`src/rtl/tmr_pkg.sv`:
```
package tmr_pkg;
  localparam int DATA_W = 8;

  localparam logic [DATA_W-1:0] REG_TA_HI = 8'h24;
  localparam logic [DATA_W-1:0] REG_TA_LO = 8'h25;
  localparam logic [DATA_W-1:0] REG_TB    = 8'h26;
  localparam logic [DATA_W-1:0] REG_CTRL  = 8'h27;

  typedef struct packed {
    logic wrRelAHi;
    logic wrRelALo;
    logic wrRelB;
    logic wrCtrl;
  } regStrobe_t;
endpackage

```
`src/rtl/tmr_counter.sv`:
```
module tmr_counter #(
  parameter int W = 8
) (
  input  logic         clk,
  input  logic         rstN,
  input  logic         run,
  input  logic         tick,
  input  logic [W-1:0] reload,
  output logic         wrap
);
  localparam logic [W-1:0] MAXV = {W{1'b1}};

  logic [W-1:0] count;

  assign wrap = run && tick && (count == MAXV);

  always_ff @(posedge clk or negedge rstN) begin
    if (!rstN) begin
      count <= '0;
    end else if (!run) begin
      count <= reload;
    end else if (tick) begin
      count <= (count == MAXV) ? reload : count + 1'b1;
    end
  end
endmodule

```
`src/rtl/tmr_ctrl.sv`:
```
module tmr_ctrl
  import tmr_pkg::*;
#(
  parameter int BUSY_CYCLES = 4
) (
  input  logic              clk,
  input  logic              rstN,
  input  logic              wrEn,
  input  logic [1:0]        portSel,
  input  logic [DATA_W-1:0] wrData,
  output regStrobe_t        strobe,
  output logic              busy
);
  localparam int NUM_BANKS = 2;
  localparam int BW = $clog2(BUSY_CYCLES + 1);
  localparam logic [BW-1:0] BUSY_LOAD = BW'(BUSY_CYCLES);

  logic [DATA_W-1:0] addrLatch [NUM_BANKS];
  logic [BW-1:0]     busyCnt;
  logic              dataWr;
  logic              bank0Data;

  assign dataWr    = wrEn && portSel[0];
  assign bank0Data = dataWr && !portSel[1];

  for (genvar b = 0; b < NUM_BANKS; b++) begin : g_bank
    always_ff @(posedge clk or negedge rstN) begin
      if (!rstN) begin
        addrLatch[b] <= '0;
      end else if (wrEn && !portSel[0] && (int'(portSel[1]) == b)) begin
        addrLatch[b] <= wrData;
      end
    end
  end

  always_comb begin
    strobe.wrRelAHi = bank0Data && (addrLatch[0] == REG_TA_HI);
    strobe.wrRelALo = bank0Data && (addrLatch[0] == REG_TA_LO);
    strobe.wrRelB   = bank0Data && (addrLatch[0] == REG_TB);
    strobe.wrCtrl   = bank0Data && (addrLatch[0] == REG_CTRL);
  end

  always_ff @(posedge clk or negedge rstN) begin
    if (!rstN) begin
      busyCnt <= '0;
    end else if (dataWr) begin
      busyCnt <= BUSY_LOAD;
    end else if (busyCnt != '0) begin
      busyCnt <= busyCnt - 1'b1;
    end
  end

  assign busy = (busyCnt != '0);
endmodule

```
`src/rtl/tmr_datapath.sv`:
```
module tmr_datapath
  import tmr_pkg::*;
#(
  parameter int A_WIDTH = 10,
  parameter int B_WIDTH = 8
) (
  input  logic              clk,
  input  logic              rstN,
  input  logic              tickIn,
  input  regStrobe_t        strobe,
  input  logic [DATA_W-1:0] wrData,
  output logic              flagA,
  output logic              flagB,
  output logic [1:0]        chanMode
);
  localparam int A_LO_W = A_WIDTH - DATA_W;

  logic [DATA_W-1:0]  relAHi;
  logic [A_LO_W-1:0]  relALo;
  logic [B_WIDTH-1:0] relB;
  logic               runA, runB, enA, enB;
  logic               wrapA, wrapB;

  always_ff @(posedge clk or negedge rstN) begin
    if (!rstN) begin
      relAHi   <= '0;
      relALo   <= '0;
      relB     <= '0;
      runA     <= 1'b0;
      runB     <= 1'b0;
      enA      <= 1'b0;
      enB      <= 1'b0;
      chanMode <= 2'd0;
    end else begin
      if (strobe.wrRelAHi) relAHi <= wrData;
      if (strobe.wrRelALo) relALo <= wrData[A_LO_W-1:0];
      if (strobe.wrRelB)   relB   <= wrData[B_WIDTH-1:0];
      if (strobe.wrCtrl) begin
        runA     <= wrData[0];
        runB     <= wrData[1];
        enA      <= wrData[2];
        enB      <= wrData[3];
        chanMode <= wrData[7:6];
      end
    end
  end

  tmr_counter #(.W(A_WIDTH)) u_cntA (
    .clk(clk), .rstN(rstN), .run(runA), .tick(tickIn),
    .reload({relAHi, relALo}), .wrap(wrapA)
  );

  tmr_counter #(.W(B_WIDTH)) u_cntB (
    .clk(clk), .rstN(rstN), .run(runB), .tick(tickIn),
    .reload(relB), .wrap(wrapB)
  );

  always_ff @(posedge clk or negedge rstN) begin
    if (!rstN) begin
      flagA <= 1'b0;
      flagB <= 1'b0;
    end else begin
      if (strobe.wrCtrl && wrData[4]) flagA <= 1'b0;
      else if (wrapA && enA)          flagA <= 1'b1;
      if (strobe.wrCtrl && wrData[5]) flagB <= 1'b0;
      else if (wrapB && enB)          flagB <= 1'b1;
    end
  end
endmodule

```
`src/rtl/tick_timer_pair.sv`:
```
module tick_timer_pair
  import tmr_pkg::*;
#(
  parameter int A_WIDTH     = 10,
  parameter int B_WIDTH     = 8,
  parameter int BUSY_CYCLES = 4
) (
  input  logic       clk,
  input  logic       rstN,
  input  logic       tickIn,
  input  logic       wrEn,
  input  logic [1:0] portSel,
  input  logic [7:0] wrData,
  output logic [7:0] rdData,
  output logic       irqOut,
  output logic [1:0] chanMode
);
  regStrobe_t strobe;
  logic       busy, flagA, flagB;

  tmr_ctrl #(.BUSY_CYCLES(BUSY_CYCLES)) u_ctrl (
    .clk(clk), .rstN(rstN), .wrEn(wrEn), .portSel(portSel),
    .wrData(wrData), .strobe(strobe), .busy(busy)
  );

  tmr_datapath #(.A_WIDTH(A_WIDTH), .B_WIDTH(B_WIDTH)) u_dp (
    .clk(clk), .rstN(rstN), .tickIn(tickIn), .strobe(strobe),
    .wrData(wrData), .flagA(flagA), .flagB(flagB), .chanMode(chanMode)
  );

  assign rdData = {busy, 5'b00000, flagB, flagA};
  assign irqOut = flagA | flagB;
endmodule

```
`config.mk`:
```
export PLATFORM = sky130hd
export DESIGN_NAME = tick_timer_pair
export DESIGN_NICKNAME = d
export VERILOG_FILES = /design/src/rtl/tmr_pkg.sv /design/src/rtl/tmr_counter.sv /design/src/rtl/tmr_ctrl.sv /design/src/rtl/tmr_datapath.sv /design/src/rtl/tick_timer_pair.sv
export SDC_FILE = /design/constraint.sdc
export NUM_CORES = 1
export LEC_CHECK = 0
export ABC_AREA = 0
export BUFFER_PORTS_ARGS = -buffer_cell sky130_fd_sc_hd__buf_2
export CAP_MARGIN = 40
export CORE_AREA = 2 2 82 84
export CTS_CLUSTER_DIAMETER = 80
export DETAILED_ROUTE_END_ITERATION = 6
export DIE_AREA = 0 0 84 86
export GPL_ROUTABILITY_DRIVEN = 0
export GPL_TIMING_DRIVEN = 0
export SLEW_MARGIN = 20
export SYNTH_ARGS = -nofsm -noshare
export SYNTH_HDL_FRONTEND = slang
export SYNTH_SLANG_ARGS = --single-unit
```
`constraint.sdc`:
```
create_clock -name clk -period 2.1 [get_ports clk]
set_input_delay 0.105 -clock clk [delete_from_list [all_inputs] [get_ports clk]]
set_output_delay 0.105 -clock clk [all_outputs]
set_load 0.1 [all_outputs]
```
After elaboration in Yosys (flattened, before gate mapping)
Index checks and enable logic that the tools add are counted.
- bits in registers: 55
- output and inout bits: 11
- logic and storage cells: 61
- $add $sub $neg: 3
- equality and inequality tests: 8
- mux-type cells: 12
- bitwise operators: 2
- reductions and logical operators: 22
- operators with widths (cell ; number):
    $eq 8x6->1 const B ; 4
    $mux 10 ; 3
    $mux 8 ; 3
    $logic_and 1x1->1 ; 16
    $add 10x1->10 const B ; 1
    $eq 10x10->1 const B ; 1
    $add 8x1->8 const B ; 1
    $eq 8x8->1 const B ; 1
    $mux 3 ; 2
    $reduce_bool 2->1 ; 3
    $mux 1 ; 4
    $ne 2x2->1 const B ; 2
    $reduce_bool 3->1 ; 1
    $sub 3x1->3 const B ; 1
    $logic_not 1->1 ; 2
    $not 1->1 ; 1
    $or 1x1->1 ; 1

Depth between registers and ports, before layout
- depth after elaboration: 5
- gate-level depth with buffers: 6
- depth with buffers taken out: 5

Modules after synthesis
From an unflattened synthesis, not the netlist that was laid out.
- cells, all modules: 246
- area, all modules: 2847.7 µm²
- by module, submodules not included (module ; times used ; cells each ; area each (µm²) ; seq. area each (µm²)):
    tmr_datapath ; 1 ; 57 ; 1057.3 ; 650.6
    tmr_counter at u_dp.u_cntA ; 1 ; 79 ; 686.9 ; 250.2
    tmr_ctrl ; 1 ; 43 ; 529.3 ; 275.3
    tmr_counter at u_dp.u_cntB ; 1 ; 57 ; 504.2 ; 200.2
    tick_timer_pair ; 1 ; 10 ; 70.1 ; 0.0

Least setup slack after synthesis
Ideal clock, no wire load.
- kind: reg2reg
- start: reg u_ctrl.addrLatch[15] (netlist name)
- end: reg u_dp.relB[0]
- setup time: 0.125 ns
- arrival time: 1.665 ns
- required time: 1.975 ns
- slack: 0.310 ns
- cell stages (with the launch flop): 5
- buffers on the path: 0
- path through: dfrtp_1 -> nor4b_2 -> nand3_2 -> nor4_4 -> mux2_2
- longest elaborated chain between the ends: 2
- ends and longest elaborated chain (element ; RTL line ; text):
    from (decl) ; tmr_ctrl.sv:18 ; logic [DATA_W-1:0] addrLatch [NUM_BANKS];
    from (signal, indexed assignment) ; tmr_ctrl.sv:31 ; addrLatch[b] <= wrData;
    $eq 8x6->1 ; tmr_ctrl.sv:39 ; strobe.wrRelB = bank0Data && (addrLatch[0] == REG_TB);
    $logic_and 1x1->1 ; tmr_ctrl.sv:39 ;
    to (signal assigned) ; tmr_datapath.sv:37 ; if (strobe.wrRelB) relB <= wrData[B_WIDTH-1:0];
    to (decl) ; tmr_datapath.sv:20 ; logic [B_WIDTH-1:0] relB;
Every way passes these cells.
A chain may end at the register's enable or synchronous reset.

Worst setup path after layout
- start: reg u_dp.u_cntA.count[0]
- end: reg u_dp.u_cntA.count[3]
- longest elaborated chain between the ends: 4
- ends and longest elaborated chain (element ; RTL line ; text):
    from (decl) ; tmr_counter.sv:13 ; logic [W-1:0] count;
    from (signal assigned) ; tmr_counter.sv:21 ; count <= reload;
    from (signal assigned) ; tmr_counter.sv:23 ; count <= (count == MAXV) ? reload : count + 1'b1;
    $add 10x1->10 or $eq 10x10->1 (tied branches) ; tmr_counter.sv:23 ;
    $mux 10 (*) ; tmr_counter.sv:23 ;
    $mux 10 (*) ; tmr_counter.sv:22 ; end else if (tick) begin
    $mux 10 (*) ; tmr_counter.sv:20 ; end else if (!run) begin
Every way passes the cells marked *; elsewhere a longest branch is shown, timed or not. The select of a mux whose other input is x is not followed.

==> results_dict.tcl <==
set metrics [dict create \
    final_nets 293 \
    grt.overflow.total 0 \
    nFillCells 601 \
    worst_pin_slew_ns 0.6863 \
    ys_seq_area_share_pct 49.59 \
    antenna_left 0 \
    dieWidth_um 84 \
    grt_max_degree 56 \
    firstDrtPassIters 4 \
    syn_to_final_growth_pct 11.00 \
    num_antenna_cells 0 \
    vias_per_cell 5.550 \
    cp_max_fo 6 \
    cts_tree "yes" \
    startpoint_type "flip-flop" \
    die_h_um 86 \
    grt_pass1_vias 1884 \
    max-vdd-ir-drop_uv 533.8 \
    relSlewSlack_pct 54.25 \
    drive_gt1_share_pct 28.26 \
    synth.avg_cell_area_sq_um 11.33 \
    synthCells 245 \
    hold_viol 0 \
    core_sq_um 6277 \
    cts.path.max_buffers 2 \
    cp-end-kind "flip-flop" \
    worstSkewPairLatency_ns 0.31 \
    clk_pin_slew_ns 0.10 \
    cts_setup_buffers 0 \
    arrival_ns 2.15 \
    grt.total_usage_pct 16.45 \
    period_share_pct 92.21 \
    synth_edf_count 0 \
    antenna_found_initial 0 \
    drv_cap 0 \
    dr.first_iter.drc_count 118 \
    cts_buffers 5 \
    floorplan.initialDensity_pct 44.21 \
    fmax_ghz 0.5164 \
    cts_resized 0 \
    layout_commonest_cell "dfrtp_1" \
    portBuffers 18 \
    yosysUniqueCellTypes 51 \
    cts_root_buf "clkbuf_8" \
    clock-sinks 55 \
    skew_ns 0.004532 \
    required_ns 2.31 \
    multi_input_area_sq_um 1290 \
    min_period_ns 1.936 \
    vias 1959 \
    synth-main-ff-cell "dfrtp_1" \
    syn_area_sq_um 2775 \
    p_per_area_nw_per_um2 751.2 \
    hpwl_mm 4.042 \
    routed_wl_mm 5.487 \
    min_path_type "primary input to flip-flop" \
    synth_seq_cells 55 \
    grt_pass1_wl_mm 9.411 \
    hold-worst-slack_ns 0.02196 \
    async_flop_share_pct 100.0 \
    final_max_slew_viol_count 0 \
    drc 0 \
    yosys_warnings 0 \
    num_rows 29 \
    outcome "complete, no violations" \
    leakage_nw 1.391 \
    boundaryPins 25 \
    tns_ns 0 \
    seqCellArea_sq_um 1376 \
    setup_viol 0 \
    die_area_sq_um 7224 \
    wl_per_cell_um 15.54 \
    htreeDepth 2 \
    rsz0062_at_grt "no" \
    worstSetupPathType "flip-flop to flip-flop" \
    final_cell_mix "dfrtp_1, mux2_2, buf_2, nand2_1" \
]
==> power by group <==
group	internal (mW)	switching (mW)	leakage [nW]	total [mW]
combinational	0.181	0.279	0.599	0.460
sequential	1.16	0.0863	0.742	1.24
clock	0.242	0.367	0.0489	0.609
==> sequential cells by signal (all words and copies together), names as in the netlist, 2 cells and up <==
name / flops
u_dp.u_cntA.count: 10
u_dp.relB: 8
u_dp.chanMode: 2
u_dp.u_cntB.count: 8
u_ctrl.busyCnt: 3
u_dp.relAHi: 8
u_dp.relALo: 2
u_ctrl.addrLatch: 8
==> cell type report <==
cell class	instances	share of cell area, %
clock inverters	3	0.7311
multi-input cells	169	41.88
well taps	77	3.128
flip-flops and latches	55	44.68
repair buffers	19	3.331
clock buffers	5	2.234
plain buffers	15	2.803
inverters	10	1.219
==> worst max-delay path: stages (launching register included) <==
cell,delay [ns]
dfrtp_1,0.45
ha_1,0.22
nand4_1,0.24
nor3_1,0.53
o21ai_0,0.19
a22o_1,0.20
==> path summary, 6_finish.rpt <==
check | startpoint | to | slack [ns] | cells after the start
hold / removal | wrEn | u_ctrl.busyCnt[0] | 0.02 | 2
max in group asynchronous | rstN | u_dp.flagA | 1.28 | 2
setup reg to reg | u_dp.u_cntA.count[0] | u_dp.u_cntA.count[3] | 0.16 | 5
setup / recovery | u_dp.u_cntA.count[0] | u_dp.u_cntA.count[3] | 0.16 | 5
min in group asynchronous | rstN | u_dp.u_cntA.count[3] | 0.36 | 2
hold reg to reg | u_dp.relAHi[4] | u_dp.u_cntA.count[6] | 0.51 | 1
==> cell families after synthesis <==
logic type / after synthesis / share of synthesized area, %
adder cells (fa/ha/maj): 4 / 1.803
other: 1 / 0.1351
AO/OA/AOI/OAI: 49 / 12.53
flip-flops: 55 / 49.59
multiplexers: 36 / 14.47
AND/OR/NAND/NOR: 70 / 15.42
XOR/XNOR: 5 / 1.578
buffers and inverters: 25 / 4.464
==> metal layers <==
| metal | up-vias | share of wire [%] | wire, um | GRT usage, % |
|---|---|---|---|---|
| li1 | 953 | - | - | - |
| met1 | 958 | 50 | 2762 | 23.25 |
| met2 | 41 | 45 | 2493 | 26.40 |
| met3 | 7 | 3.2 | 176 | 2.887 |
| met5 | - | 0 | 0 | 0 |
| met4 | 0 | 0.97 | 53 | 4.399 |
==> through the flow <==
| stage | std cells | power, mW | area (sq um) | utilization [%] | setup WS [ns] |
|---|---|---|---|---|---|
| 3_3_place_gp | 344 | 1.714 | 2977 | 47.42 | 0.09113 |
| 5_1_grt | 353 | 2.449 | 3080 | 49.07 | 0.05101 |
| 4_1_cts | 353 | 2.347 | 3080 | 49.07 | 0.07237 |
| 6_report | 353 | 2.314 | 3080 | 49.07 | 0.1636 |
| 3_5_place_dp | 344 | 1.729 | 2979 | 47.46 | 0.08670 |
| 2_1_floorplan | 249 | 1.614 | 2790 | - | 0.3100 |
==> Yosys cell counts (4+ instances only) <==
library cell  number  area [sq um]
dfrtp_1           55          1376
mux2_2            33         371.6
nand2_1           14         52.55
a21oi_1           11         55.05
nand3_1           11         55.05
inv_1             10         37.54
buf_4              8         60.06
clkbuf_1           7         26.28
nor2_1             7         26.28
a22o_1             5         43.79
nand4_1            5         31.28
nor3_1             5         25.02
o21ai_0            5         25.02
a31oi_1            4         25.02
ha_1               4         50.05
nand2b_1           4         25.02
xnor2_1            4         35.03
==> what timing repair did <==
action / CTS / global route
setup endpoints to repair: 0 / 8
hold buffers: 1 / 0
endpoints found under the hold margin: 55 / 0
Note: power is estimated with default switching activity, not from simulation.
